### config.mk
export PLATFORM = sky130hd
export DESIGN_NAME = spi_xlink_slave
export DESIGN_NICKNAME = d
export VERILOG_FILES = /design/src/rtl/spi_xlink_slave.sv
export SDC_FILE = /design/constraint.sdc
export NUM_CORES = 1
export LEC_CHECK = 0
export BUFFER_PORTS_ARGS = -buffer_cell sky130_fd_sc_hd__buf_2
export CAP_MARGIN = 10
export CORE_MARGIN = 3
export CORE_UTILIZATION = 45
export CTS_BUF_LIST = sky130_fd_sc_hd__clkbuf_4 sky130_fd_sc_hd__clkbuf_8
export DETAILED_ROUTE_END_ITERATION = 7
export SLEW_MARGIN = 20
export SYNTH_ARGS = -nofsm -noshare
export SYNTH_HDL_FRONTEND = slang
export SYNTH_SLANG_ARGS = --single-unit
### constraint.sdc
create_clock -name clk -period 5.5 [get_ports clk]
set_input_delay 0.275 -clock clk [delete_from_list [all_inputs] [get_ports clk]]
set_output_delay 0.275 -clock clk [all_outputs]
set_load 0.01 [all_outputs]
### src/rtl/spi_xlink_slave.sv
`timescale 1ns/1ps
module spi_xlink_slave #(
  parameter int MAX_LEN  = 32,
  parameter int MIN_LEN  = 8,
  parameter int TX_DEPTH = 4,
  parameter int RX_DEPTH = 4,
  parameter int NSEL     = 3,
  localparam int LW = $clog2(MAX_LEN + 1),
  localparam int SW = (NSEL > 1) ? $clog2(NSEL) : 1
) (
  input  logic               clk,
  input  logic               rst_n,
  input  logic [LW-1:0]      word_len,
  input  logic               sck,
  input  logic               mosi,
  input  logic [NSEL-1:0]    ss_n,
  output logic               miso,
  output logic               miso_oe,
  output logic               tx_valid,
  input  logic               tx_ready,
  output logic [1:0]         tx_kind,
  output logic [SW-1:0]      tx_sel,
  output logic [MAX_LEN-1:0] tx_data,
  input  logic               rx_valid,
  output logic               rx_ready,
  input  logic [MAX_LEN-1:0] rx_data,
  output logic               tx_overflow,
  output logic               rx_underflow
);
  localparam int TXW = 2 + SW + MAX_LEN;
  localparam int TPW = $clog2(TX_DEPTH);
  localparam int RPW = $clog2(RX_DEPTH);
  localparam int TCW = $clog2(TX_DEPTH + 1);
  localparam int RCW = $clog2(RX_DEPTH + 1);

  logic [2:0] sck_sy;
  logic [1:0] mosi_sy;
  logic [NSEL-1:0] ss_sy0, ss_s;
  logic act_q;
  always_ff @(posedge clk or negedge rst_n)
    if (!rst_n) begin
      sck_sy <= '0; mosi_sy <= '0; ss_sy0 <= '1; ss_s <= '1; act_q <= 1'b0;
    end else begin
      sck_sy <= {sck_sy[1:0], sck};
      mosi_sy <= {mosi_sy[0], mosi};
      ss_sy0 <= ss_n; ss_s <= ss_sy0;
      act_q <= ~&ss_s;
    end

  wire act   = ~&ss_s;
  wire start = act & ~act_q;
  wire stop  = ~act & act_q;
  wire live  = act & act_q;
  wire rise  = live & sck_sy[1] & ~sck_sy[2];
  wire fall  = live & ~sck_sy[1] & sck_sy[2];

  logic [SW-1:0] sel_c, sel_q;
  always_comb begin
    sel_c = '0;
    for (int i = NSEL - 1; i >= 0; i--) if (!ss_s[i]) sel_c = SW'(i);
  end

  wire [LW-1:0] len_c = (word_len < LW'(MIN_LEN)) ? LW'(MIN_LEN) :
                        (word_len > LW'(MAX_LEN)) ? LW'(MAX_LEN) : word_len;

  logic [LW-1:0] len_q, cnt;
  logic [MAX_LEN-1:0] shreg;
  wire [MAX_LEN-1:0] nxt = {shreg[MAX_LEN-2:0], mosi_sy[1]};
  wire done = rise & (cnt + LW'(1) == len_q);
  wire [MAX_LEN-1:0] wmask = {MAX_LEN{1'b1}} >> (LW'(MAX_LEN) - len_q);

  always_ff @(posedge clk or negedge rst_n)
    if (!rst_n) begin
      len_q <= LW'(MIN_LEN); sel_q <= '0; cnt <= '0; shreg <= '0;
    end else if (start) begin
      len_q <= len_c; sel_q <= sel_c; cnt <= '0;
    end else if (rise) begin
      shreg <= nxt;
      cnt <= done ? '0 : cnt + LW'(1);
    end

  // transmit queue
  logic [TXW-1:0] tmem [TX_DEPTH];
  logic [TPW-1:0] twp, trp;
  logic [TCW-1:0] tcnt;
  wire tpush = start | stop | done;
  wire tfull = (tcnt == TCW'(TX_DEPTH));
  wire tpop  = tx_valid & tx_ready;
  wire twr   = tpush & ~tfull;
  wire [1:0] kind_in = start ? 2'd1 : stop ? 2'd2 : 2'd0;
  wire [MAX_LEN-1:0] data_in = done ? (nxt & wmask) : '0;

  always_ff @(posedge clk) if (twr) tmem[twp] <= {kind_in, start ? sel_c : sel_q, data_in};

  always_ff @(posedge clk or negedge rst_n)
    if (!rst_n) begin
      twp <= '0; trp <= '0; tcnt <= '0; tx_overflow <= 1'b0;
    end else begin
      tx_overflow <= tpush & tfull;
      if (twr) twp <= twp + TPW'(1);
      if (tpop) trp <= trp + TPW'(1);
      tcnt <= tcnt + TCW'(twr) - TCW'(tpop);
    end

  assign tx_valid = (tcnt != '0);
  assign {tx_kind, tx_sel, tx_data} = tmem[trp];

  // receive FIFO and MISO path
  logic [MAX_LEN-1:0] rmem [RX_DEPTH];
  logic [RPW-1:0] rwp, rrp;
  logic [RCW-1:0] rcnt;
  logic pending, hold, oe;
  logic [MAX_LEN-1:0] out_sh;
  wire load  = fall & pending;
  wire rpop  = load & (rcnt != '0);
  wire rpush = rx_valid & rx_ready & ~start;
  assign rx_ready = (rcnt != RCW'(RX_DEPTH));

  always_ff @(posedge clk) if (rpush) rmem[rwp] <= rx_data;

  always_ff @(posedge clk or negedge rst_n)
    if (!rst_n) begin
      rwp <= '0; rrp <= '0; rcnt <= '0;
      pending <= 1'b0; hold <= 1'b0; oe <= 1'b0; out_sh <= '0; rx_underflow <= 1'b0;
    end else begin
      rx_underflow <= load & (rcnt == '0);
      if (start) begin
        rwp <= '0; rrp <= '0; rcnt <= '0; pending <= 1'b0; hold <= 1'b0;
      end else begin
        if (rpush) rwp <= rwp + RPW'(1);
        if (rpop) rrp <= rrp + RPW'(1);
        rcnt <= rcnt + RCW'(rpush) - RCW'(rpop);
        if (done) begin pending <= 1'b1; oe <= 1'b1; end
        if (!act) begin oe <= 1'b0; pending <= 1'b0; end
        if (load) begin
          pending <= 1'b0;
          if (rpop) begin out_sh <= rmem[rrp] << (LW'(MAX_LEN) - len_q); hold <= 1'b0; end
          else hold <= 1'b1;
        end else if (fall && !hold) out_sh <= out_sh << 1;
      end
    end

  assign miso = out_sh[MAX_LEN-1];
  assign miso_oe = oe;
endmodule

# Word level (Yosys, flattened, before mapping)
# Memory sizes are Yosys's and may differ from the RTL's.
# Index checks and enable logic that the tools add are counted.
# classes
shift,2
order_cmp,2
n_addsub,10
reduce_logical,17
n_mux,31
bitwise,24
eq_ne,4
# op_table
operator,n
$mux W32,4
$and A32 B32 Y32,1
$shl A32 B6 Y32,1
$shr A32 B6 Y32 const A,1
$mux W6,5
$mux W2,10
$and A1 B1 Y1,16
$reduce_bool A2 Y1,6
$mux W1,11
$add A2 B1 Y2 const B,4
$add A3 B1 Y3,2
$add A6 B1 Y6 const B,1
$eq A6 B6 Y1,1
$gt A6 B6 Y1 const B,1
$lt A6 B4 Y1 const B,1
$reduce_and A3 Y1,2
$reduce_bool A3 Y1,2
$sub A3 B1 Y3,2
$sub A6 B6 Y6 const A,1
$not A1 Y1,5
$reduce_and A2 Y1,2
$reduce_bool A4 Y1,1
$eq A3 B3 Y1 const B,1
$logic_not A3 Y1,1
other kinds (6),8
# totals
regBits,108
n_memories,2
ramBits,272
inputBits,47
out_inout_bits,42
word_cells,113
# mem_list
memory,depth,width,rd,rd_ports_with_merged_regs,write_ports,line_no,source
tmem,4,36,1,0,1,83,logic [TXW-1:0] tmem [TX_DEPTH];
rmem,4,32,1,0,1,109,logic [MAX_LEN-1:0] rmem [RX_DEPTH];

# Longest topological paths before layout
# Gate-level depths: netlist (run 1).
# depth
ltp_word,10
mapped_depth,14
ltp_nobuf,13

# Least setup slack after synthesis (run 1)
# Ideal clock, no wire load.
# synth_timing
path_kind,register -> register
startpoint,register len_q[0]
endpoint,register out_sh[23]
path_buffers,4
t_required_ps,5396
synth_period_minus_slack_ps,3451
stages_incl_launch_ff,15
arrival_time_ps,3347
setup_time_ps,104
slack_ps,2049
cell_sequence,dfrtp_1 > buf_2 > inv_1 > clkbuf_1 > clkbuf_1 > ha_1 > inv_1 > ha_1 > inv_1 > buf_1 > nand2_1 > o32ai_1 > nor2_1 > a211o_1 > a221oi_1
# synth_via
elab_chain_len,4
# synth_lines
element,line_no,source
start: declaration,66,"logic [LW-1:0] len_q, cnt;"
start signal: assignment,74,len_q <= LW'(MIN_LEN); sel_q <= '0; cnt <= '0; shreg <= '0;
start signal: assignment,76,len_q <= len_c; sel_q <= sel_c; cnt <= '0;
$sub A6 B6 Y6,137,if (rpop) begin out_sh <= rmem[rrp] << (LW'(MAX_LEN) - len_q); hold <= 1'b0; end
$shl A32 B6 Y32,137,
$mux W32,137,
$mux W32,135,if (load) begin
end signal: assignment,139,end else if (fall && !hold) out_sh <= out_sh << 1;
end: declaration,113,logic [MAX_LEN-1:0] out_sh;
# No other way between the ends. The select of a mux whose other input is x is not followed.
# A chain may end at the register's enable or synchronous reset.

# Worst setup path after layout (run 1)
# layout_timing
startpoint,register len_q[1]
endpoint,register out_sh[23]
# Same word-level chain as after synthesis.

==> qor.csv, run 1 <==
metric,value,unit
status,"finished, final reports clean",
cp.arrival,3.98,ns
yosys_warnings,0,
seq_area_frac_synth,0.614,
rr_worst_depth,11,
required,6.00,ns
coreArea,0.0387,mm²
min_path_type,in2reg,
dieArea,0.0418,mm²
tightest_slew,1.02,ns
clock_path_buffers,3,
hpwlAfterDp,25700,µm
grt_pass1_wl,63300,µm
netlist_instances,1202,
yosysUniqueCellTypes,73,
avgSynthCellArea,14.7,µm²
regArea,0.0109,mm²
p_leak,7.35,nW
pwr_density_cell,442,mW/mm²
synthFlopType,edfxtp_1,
viasPerCell,5.65,
slew_violations,0,
ant_nets,0,
worstPathCellList,inv_1 > ha_1 > inv_1 > ha_1 > inv_1 > buf_4 > nand2_1 > o32ai_1 > nor2_1 > a211o_1 > a221oi_1,
drc,0,
fin_nets,1422,
root_buffer,clkbuf_8,
gp_congestion,0.881,
finalCritPeriodShare,0.633,
path_common_cell,inv_1,
die_y,204,µm
fin_area,0.0204,mm²
wl_per_cell,20.6,µm
fin_tns_setup,0,ns
initial_core_util,0.457,
track_usage,0.194,
path_clk_slew,0.06,ns
cts_made_buffers,66,
finalCriticalPeriod,3.48,ns
initialDrtViolationCount,742,
globalRouteOverflowTotal,0,
dpl_cell_area,0.0187,mm²
insertion_delay,0.62,ns
finalHoldViolCount,0,
min_path_cells,3,
die_w,204,µm
wl,39600,µm
startpoint_type,flip-flop,
rsz0062_at_grt,false,
worst_path_dominant_cell_family,compound AO/OA/AOI/OAI gates,
antenna_found_initial,0,
max_freq,287,MHz
final_cell_mix,"edfxtp_1, dfrtp_1, mux4_2, nand2_1, buf_2",
port_buffers,88,
setup_violations,0,
h-tree-depth,3,
synth-seq-cells,380,
worst-path-buf-inv,4,
crit_path_max_incr_delay,0.56,ns
dr_total_vias,10900,
utilization,0.527,
drive_gt1_frac,0.277,
multi_input_area,0.00641,mm²
mostFrequentLayoutCell,edfxtp_1,
grt_pass1_vias,11200,
cts.sinks,380,
postCtsSetupBuffers,0,
crit_type,reg2reg,
synth_edf_count,272,
dp_slack,2.08,ns
num_io_pins,89,
relSlewSlack,0.322,
area_growth,15.3,%
synth_area,0.0177,mm²
crit_fanout,22,
irDropWorstVdd,216,µV
n_fill_cell,3257,
first_pass_iters,5,
slowest_stage,ha_1,
synth-async-reset-ratio,0.284,
grt_max_degree,56,
endpoint_kind,flip-flop,
tritoncts,done,
maxCapViolCount,0,
finClkSkew,0.0265,ns
setup_slack,2.02,ns
rows,72,
insertedDiodeCount,0,
path_depth,11,
syn-num-nets,1271,
[repair_timing]
| item | in CTS | in global routing |
|---|---|---|
| setup endpoints to repair | 0 | 0 |
| hold buffers | 44 | 0 |
| gates resized for setup | 0 | 0 |
| endpoints found under the hold margin | 185 | 0 |
[area by class of cell]
type	instances	share of cell area
inverter	27	0.00496
timing repair buffer	160	0.0535
tap	518	0.0317
clock buffer	96	0.0564
sequential	380	0.533
clock inverter	21	0.00662
multi-input combinational	718	0.314
[tightest hold or removal path, stage by stage]
cell	delay (ns)
buf_2	0.07
and2_1	0.18
xor2_1	0.09
[Yosys cell counts, drive strengths merged, types with 5 or more instances]
cell	n	share of area
mux4	92	0.12
clkbuf	49	0.010
and3	17	0.0060
o211ai	14	0.0059
dfstp	7	0.010
nand3	21	0.0059
nand2b	7	0.0025
ha	20	0.014
xnor2	11	0.0054
nor2	66	0.014
a221oi	11	0.0054
o21ai	44	0.012
mux2	48	0.030
a31oi	12	0.0042
nor3	18	0.0054
edfxtp	272	0.46
inv	26	0.0055
dfrtp	101	0.14
nor2b	7	0.0025
xor2	9	0.0044
a21oi	49	0.014
nand2	88	0.019
o22ai	16	0.0056
and2	15	0.0053
a2111oi	5	0.0025
a211o	5	0.0025
mux2i	64	0.036
buf	28	0.010
or3	5	0.0018
[stage by stage]
stage | total power, mW | std cells | hold WS [ns]
6_report | 9.02 | 1920 | 0.0528
5_1_grt | 9.55 | 1920 | 0.0582
4_1_cts | 9.12 | 1920 | 0.0222
3_5_place_dp | 6.57 | 1759 | 0.338
3_3_place_gp | 6.54 | 1759 | 0.335
2_1_floorplan | 5.67 | 1202 | -0.0206
[sequential cells by signal, summed over array words and instances, names as in the netlist, 2 cells and up]
name and cells:
rwp 2, tmem 144, mosi_sy 2, sel_q 2, sck_sy 3, cnt 6, tcnt 3, shreg 31
rrp 2, len_q 6, trp 2, twp 2, rmem 128, out_sh 32, ss_s 3, rcnt 3
ss_sy0 3
[metal layers]
metal,wire length [µm],global-route usage,vias up
met5,0,0,-
met1,17200,0.261,5469
met3,2240,0.0424,74
li1,-,-,5004
met2,19200,0.315,307
met4,881,0.0661,0
[kinds of logic (layout without fill, tap and decap cells)]
group	after synthesis	after routing	synth area share
muxes	204	204	0.184
AOI/OAI and AO/OA	208	208	0.0777
buffers and inverters	104	304	0.0263
adders and majority gates	22	22	0.0164
and+or+nand+nor	263	263	0.0711
xor gates and xnor gates	21	21	0.0112
DFF	380	380	0.614
[final timing paths]
kind	startpoint	to	slack, ns
worst max-delay path	len_q[1]$_DFFE_PN0P_	out_sh[23]$_DFFE_PN0P_	2.02
worst max register to register	len_q[1]$_DFFE_PN0P_	out_sh[23]$_DFFE_PN0P_	2.02
worst min register to register	mosi_sy[0]$_DFF_PN0_	mosi_sy[1]$_DFF_PN0_	0.35
max in group asynchronous	rst_n	trp[0]$_DFFE_PN0P_	3.99
worst min-delay path	tx_ready	trp[0]$_DFFE_PN0P_	0.05
min in group asynchronous	rst_n	tcnt[1]$_DFF_PN0_	0.28
[power by group]
group,switching (mW),internal (mW)
Clock,1.10,1.39
Combinational,1.57,1.14
Sequential,0.244,3.57
Note: power is estimated with default switching activity, not from simulation.
==> run 2: changes to the inputs <==
==> constraint.sdc (replaced) <==
create_clock -name clk -period 2.91 [get_ports clk]
set_input_delay 0.1455 -clock clk [delete_from_list [all_inputs] [get_ports clk]]
set_output_delay 0.1455 -clock clk [all_outputs]
set_load 0.01 [all_outputs]
==> run 2 against run 1 <==
  * Clock power grew 93%
  * Cell count grew 3.0%
  * Largest power group unchanged
  * Count of clock-buffer cells in the layout shrank 16
  * Flip-flop and latch count is the same
==> qor.csv, run 2 (synthesis gave the netlist of run 1 again) <==
metric,value,unit,change
startpoint_type,flip-flop,,
wl,40700,µm,+3.0%
initialDrtViolationCount,686,,-7.5%
busiest_layer,met2,,
clock_path_buffers,3,,unchanged
drc,0,,unchanged
largest_reg_flops,144,,unchanged
cts_made_buffers,60,,-9.1%
total_power,17.6,mW,+95%
cp.arrival,3.36,ns,-0.62 ns
critPathLaunch,rrp[1]$_DFFE_PN0N_,,
grt_max_degree,75,,+34%
irDropWorstVdd,400,µV,+85%
grt_pass1_vias,11600,,+3.2%
max_freq,352,MHz,+23%
globalRouteOverflowTotal,0,,unchanged
switching_share,0.319,,-0.00332
dr_total_vias,11100,,+2.2%
n_fill_cell,3238,,-0.58%
fin_nets,1479,,+4.0%
antenna_found_initial,0,,unchanged
dieArea,0.0418,mm²,unchanged
coreArea,0.0387,mm²,unchanged
grt_use_met1,0.261,,-0.000533
grt_pass1_wl,64600,µm,+2.1%
switchingPower,5.62,mW,+93%
die_y,204,µm,unchanged
grt.met2_usage,0.332,,+0.0168
insertedDiodeCount,0,,unchanged
area_growth,19.6,%,
multi_input_area,0.00648,mm²,+1.1%
finalCriticalPeriod,2.84,ns,-0.642 ns
endpoint_kind,flip-flop,,
first_pass_iters,5,,unchanged
slew_violations,0,,unchanged
rows,72,,unchanged
setup_violations,0,,unchanged
p_leak,7.74,nW,+5.3%
r2r-start,rrp[1]$_DFFE_PN0N_,,
p_int,12.0,mW,+96%
final_cell_mix,"edfxtp_1, dfrtp_1, mux4_2, nand2_1, buf_2",,
finalCritPeriodShare,0.976,,+0.343
ant_nets,0,,unchanged
crit_type,reg2reg,,
port_buffers,88,,unchanged
worstPathCellList,buf_4 > mux2i_1 > mux4_2 > nor2_1 > a211oi_1 > a2111o_1 > a41oi_1,,
maxCapViolCount,0,,unchanged
p_seq_frac,0.411,,-0.012
grt_util_met3,0.0393,,-0.00303
regArea,0.0109,mm²,unchanged
status,"finished, final reports clean",,
mostFrequentLayoutCell,edfxtp_1,,
slowest_stage,dfrtp_4,,
h-tree-depth,2,,-1
regMostFlops,tmem,,
pwr_density_cell,830,mW/mm²,+88%
relSlewSlack,0.520,,+0.198
path_clk_slew,0.06,ns,about the same
initial_core_util,0.457,,unchanged
tightest_slew,0.716,ns,-0.301 ns
gp_congestion,0.934,,+6.1%
finalHoldViolCount,0,,unchanged
p_clk_frac,0.273,,-0.004
viasPerCell,5.61,,-0.74%
cts.sinks,380,,unchanged
hpwlAfterDp,27200,µm,+6.2%
top_regs,"tmem (144), rmem (128), out_sh (32)",,
fin_tns_setup,0,ns,unchanged
wl_per_cell,20.6,µm,about the same
tritoncts,done,,
required,3.43,ns,-2.57 ns
crit_fanout,23,,+4.5%
track_usage,0.199,,+0.00506
min_path_type,in2async,,
die_w,204,µm,unchanged
finClkSkew,0.0288,ns,+0.00222 ns
drive_gt1_frac,0.312,,+0.0344
crit_path_max_incr_delay,0.67,ns,+0.11 ns
root_buffer,clkbuf_8,,
insertion_delay,0.67,ns,+0.05 ns
num_io_pins,89,,unchanged
combinationalPowerShare,0.316,,+0.016
run 2: changes by cell type in the layout (fill, tap and decap cells not counted), sizes merged:
cell	delta
dlygate4sd3	+6
inv	-2
clkinv	+11
clkbuf	-16
clkinvlp	-3
bufinv	+4
buf	+57
run 2: metrics by stage:
step	util	hold WS (ns)	cells	instance area, µm²	worst slack (ns)
after floorplan	-	-0.150	1202	17800	-0.0198
after global placement	0.499	0.141	1815	19300	0.133
after detailed placement	0.499	0.143	1815	19300	0.103
after CTS	0.546	0.0533	1977	21100	0.0841
after global routing	0.547	0.0860	1977	21200	-0.0234
final	0.547	0.104	1977	21200	0.0708
run 2: final timing paths:
kind / cells past startpoint / end / slack (ns)
hold reg to reg: 0 / ss_s[2]$_DFF_PN1_ / 0.35
min in group clk: 2 / ss_sy0[2]$_DFF_PN1_ / 0.15
max in group asynchronous: 3 / out_sh[23]$_DFFE_PN0P_ / 2.37
hold / removal: 2 / ss_s[0]$_DFF_PN1_ / 0.10
setup / recovery: 7 / out_sh[29]$_DFFE_PN0P_ / 0.07
setup reg to reg: 7 / out_sh[29]$_DFFE_PN0P_ / 0.07
run 2: layout make-up:
cell class | count | share of cell area
inverter | 27 | 0.00484
clock buffer | 80 | 0.0478
sequential | 380 | 0.514
multi-input combinational | 718 | 0.306
clock inverter | 31 | 0.0133
timing repair buffer | 223 | 0.0841
tap | 518 | 0.0306
run 2: critical path: cells and delay by family (launching register included):
| family | cells | cell delay (ns) |
|---|---|---|
| buffers and inverters | 1 | 0.30 |
| AO/OA/AOI/OAI | 3 | 0.91 |
| AND/OR/NAND/NOR | 1 | 0.08 |
| flip-flops | 1 | 0.67 |
| multiplexers | 2 | 0.73 |
run 2: repair_timing:
item	4_1_cts	5_1_grt
endpoints found under the hold margin	251	0
resized for setup	0	12
hold buffers	51	0
setup buffers	0	0
setup endpoints to repair	0	8
run 2: power groups by stage:
stage | Sequential, mW | Combinational (mW) | Clock (mW)
4_1_cts | 7.22 | 5.58 | 4.95
2_1_floorplan | 7.12 | 3.61 | 0
3_3_place_gp | 7.29 | 5.48 | 0
6_report | 7.22 | 5.57 | 4.81
5_1_grt | 7.32 | 6.07 | 5.21
3_5_place_dp | 7.32 | 5.51 | 0
run 2: per-layer routing:
metal / share of wire / vias up
met4: 0.028 / 0
met3: 0.049 / 81
met1: 0.43 / 5604
met2: 0.49 / 297
met5: 0 / -
li1: - / 5112
==> run 3: changes to the inputs <==
--- a/config.mk
+++ b/config.mk
@@ -7,10 +7,13 @@
 export LEC_CHECK = 0
 export BUFFER_PORTS_ARGS = -buffer_cell sky130_fd_sc_hd__buf_2
 export CAP_MARGIN = 10
+export CELL_PAD_IN_SITES_DETAIL_PLACEMENT = 0
+export CELL_PAD_IN_SITES_GLOBAL_PLACEMENT = 1
 export CORE_MARGIN = 3
 export CORE_UTILIZATION = 45
 export CTS_BUF_LIST = sky130_fd_sc_hd__clkbuf_4 sky130_fd_sc_hd__clkbuf_8
 export DETAILED_ROUTE_END_ITERATION = 7
+export PLACE_DENSITY_LB_ADDON = 0.1
 export SLEW_MARGIN = 20
 export SYNTH_ARGS = -nofsm -noshare
 export SYNTH_HDL_FRONTEND = slang
==> constraint.sdc (replaced) <==
create_clock -name clk -period 2.91 [get_ports clk]
set_input_delay 0.582 -clock clk [delete_from_list [all_inputs] [get_ports clk]]
set_output_delay 0.582 -clock clk [all_outputs]
set_load 0.01 [all_outputs]
==> run 3 against run 2 <==
  * Sequential share of layout area up 1.1 points
  * Count of clock-buffer cells in the layout up 7
  * First-iteration DRC count down 1.5%
  * Clock skew up 0.0075 ns
  * Critical endpoint is now out_sh[25]$_DFFE_PN0P_
  * Largest cell class unchanged
  * Largest power group unchanged
  * Highest routed layer unchanged
==> qor.csv, run 3 (synthesis gave the netlist of run 1 again) <==
metric,value,unit,change
status,"finished, final reports clean",,
clock_path_buffers,3,,unchanged
port_buffers,88,,unchanged
cts_made_buffers,61,,+1.7%
cp.arrival,3.30,ns,-0.06 ns
regArea,0.0109,mm²,about the same
placedCellCount,1822,,+0.39%
finalHoldViolCount,0,,unchanged
wl_per_cell,21.6,µm,+4.8%
insertedDiodeCount,0,,unchanged
min_to,rmem[1][9]$_DFFE_PP_,,
drc,0,,unchanged
track_usage,0.204,,+0.00533
setup_violations,0,,unchanged
grt_pass1_wl,66000,µm,+2.3%
p_leak,7.55,nW,-2.4%
finClkSkew,0.0362,ns,+0.00747 ns
drive_gt1_frac,0.324,,+0.0121
ant_nets,0,,unchanged
coreArea,0.0387,mm²,unchanged
crit_fanout,18,,-22%
wl,41900,µm,+2.9%
irDropWorstVdd,446,µV,+11%
cts.sinks,380,,unchanged
tritoncts,done,,
dr_total_vias,11000,,-1.2%
finalCriticalPeriod,2.78,ns,-0.0639 ns
rsz0062_at_grt,false,,
max_freq,360,MHz,+2.3%
die_y,204,µm,unchanged
grt_max_degree,76,,+1.3%
gp_congestion,0.923,,-1.3%
rr_worst_depth,7,,unchanged
min_path_type,in2reg,,
mostFrequentLayoutCell,edfxtp_1,,
n_fill_cell,3273,,+1.1%
p_clk_frac,0.269,,-0.004
root_buffer,clkbuf_8,,
slew_violations,0,,unchanged
insertion_delay,0.66,ns,about the same
dieArea,0.0418,mm²,unchanged
die_w,204,µm,unchanged
maxCapViolCount,0,,unchanged
startpoint_type,flip-flop,,
num_io_pins,89,,unchanged
rrSetupSlack,0.13,ns,+0.06 ns
rows,72,,unchanged
h-tree-depth,2,,unchanged
regMostFlops,tmem,,
first_pass_iters,6,,+1
relSlewSlack,0.499,,-0.0209
final_cell_mix,"edfxtp_1, dfrtp_1, mux4_2, nand2_1, buf_2",,
antenna_found_initial,0,,unchanged
area_growth,17.0,%,
largest_reg_flops,144,,unchanged
switching_share,0.325,,+0.00588
initialDrtViolationCount,676,,-1.5%
tightest_slew,0.746,ns,+0.0299 ns
pwr_density_cell,844,mW/mm²,+1.6%
r2r-start,rrp[1]$_DFFE_PN0N_,,
globalRouteOverflowTotal,0,,unchanged
p_seq_frac,0.414,,+0.003
required,3.43,ns,about the same
finalNonFillerCells,1941,,-1.8%
switchingPower,5.69,mW,+1.3%
fin_nets,1442,,-2.5%
multi_input_area,0.00646,mm²,-0.27%
hpwlAfterDp,28800,µm,+5.8%
holdCritStartpoint,rx_data[9],,
initial_core_util,0.457,,unchanged
top_regs,"tmem (144), rmem (128), out_sh (32)",,
combinationalPowerShare,0.318,,+0.002
timing.rr.end,out_sh[25]$_DFFE_PN0P_,,
path_clk_slew,0.06,ns,about the same
min_path_cells,1,,
viasPerCell,5.65,,+0.62%
grt_pass1_vias,11200,,-3.1%
endpoint_kind,flip-flop,,
finalCritPeriodShare,0.954,,-0.0220
p_int,11.8,mW,-1.4%
hold_ws,0.158,ns,+0.0535 ns
crit_type,reg2reg,,
## run 3: changes by cell type in the layout (fill, tap and decap cells not counted), sizes merged
cell         previous run  this run
clkinv                 26        21
buf                   173       179
clkbuf                 80        87
clkinvlp                0         2
bufinv                  5         3
dlygate4sd3            50         6
## run 3: power groups by stage
stage	combinational, mW	sequential (mW)	clock [mW]
after floorplan	3.61	7.12	0
after global placement	5.55	7.31	0
final	5.56	7.23	4.70
after global routing	6.04	7.33	5.10
after CTS	5.58	7.23	4.85
after detailed placement	5.56	7.33	0
## run 3: worst max-delay path, stage by stage, from the launching register on
cell	delay [ns]
dfrtp_4	0.64
buf_4	0.26
mux4_2	0.50
mux2i_1	0.36
mux2_2	0.29
nor2_1	0.05
o32ai_1	0.42
o22ai_1	0.13
## run 3: cell type report
class | instances | area share
clock buffer | 87 | 0.0508
inverter | 27 | 0.00495
clock inverter | 26 | 0.0102
tap | 518 | 0.0313
multi-input combinational | 718 | 0.312
sequential | 380 | 0.525
timing repair buffer | 185 | 0.0662
## run 3: worst max-delay path by stage
stage               slack [ns]                endpoint            startpoint
floorplan                -0.02  out_sh[23]$_DFFE_PN0P_  len_q[0]$_DFFE_PN0P_
global placement          0.20       tcnt[2]$_DFF_PN0_    cnt[0]$_DFFE_PN0P_
detailed placement        0.14       tcnt[2]$_DFF_PN0_    cnt[0]$_DFFE_PN0P_
CTS                      0.003             tx_data[10]    trp[0]$_DFFE_PN0P_
global route              0.01             tx_data[10]    trp[0]$_DFFE_PN0P_
finish                    0.13  out_sh[25]$_DFFE_PN0P_    rrp[1]$_DFFE_PN0N_
## run 3: per-layer routing
metal | vias up | track usage | wire [µm]
met2 | 303 | 0.339 | 20600
met1 | 5560 | 0.277 | 18300
li1 | 5033 | - | -
met4 | 0 | 0.0575 | 877
met3 | 64 | 0.0409 | 2100
met5 | - | 0 | 0
## run 3: stage by stage
step           setup slack [ns]  instance area [µm²]  utilization  TNS, ns  power, mW
6_report                  0.135                20700        0.535        0       17.5
5_1_grt                 0.00974                20700        0.535        0       18.5
4_1_cts                 0.00265                20700        0.535        0       17.7
3_5_place_dp              0.144                19400        0.500        0       12.9
3_3_place_gp              0.200                19400        0.500        0       12.9
2_1_floorplan           -0.0198                17800            -  -0.0198       10.7
## run 3: repair_timing
action                     4_1_cts  5_1_grt
hold endpoints to repair        31        0
setup buffers                    0        0
gates resized for setup          0        8
setup endpoints to repair        0       20
hold buffers                     6        0
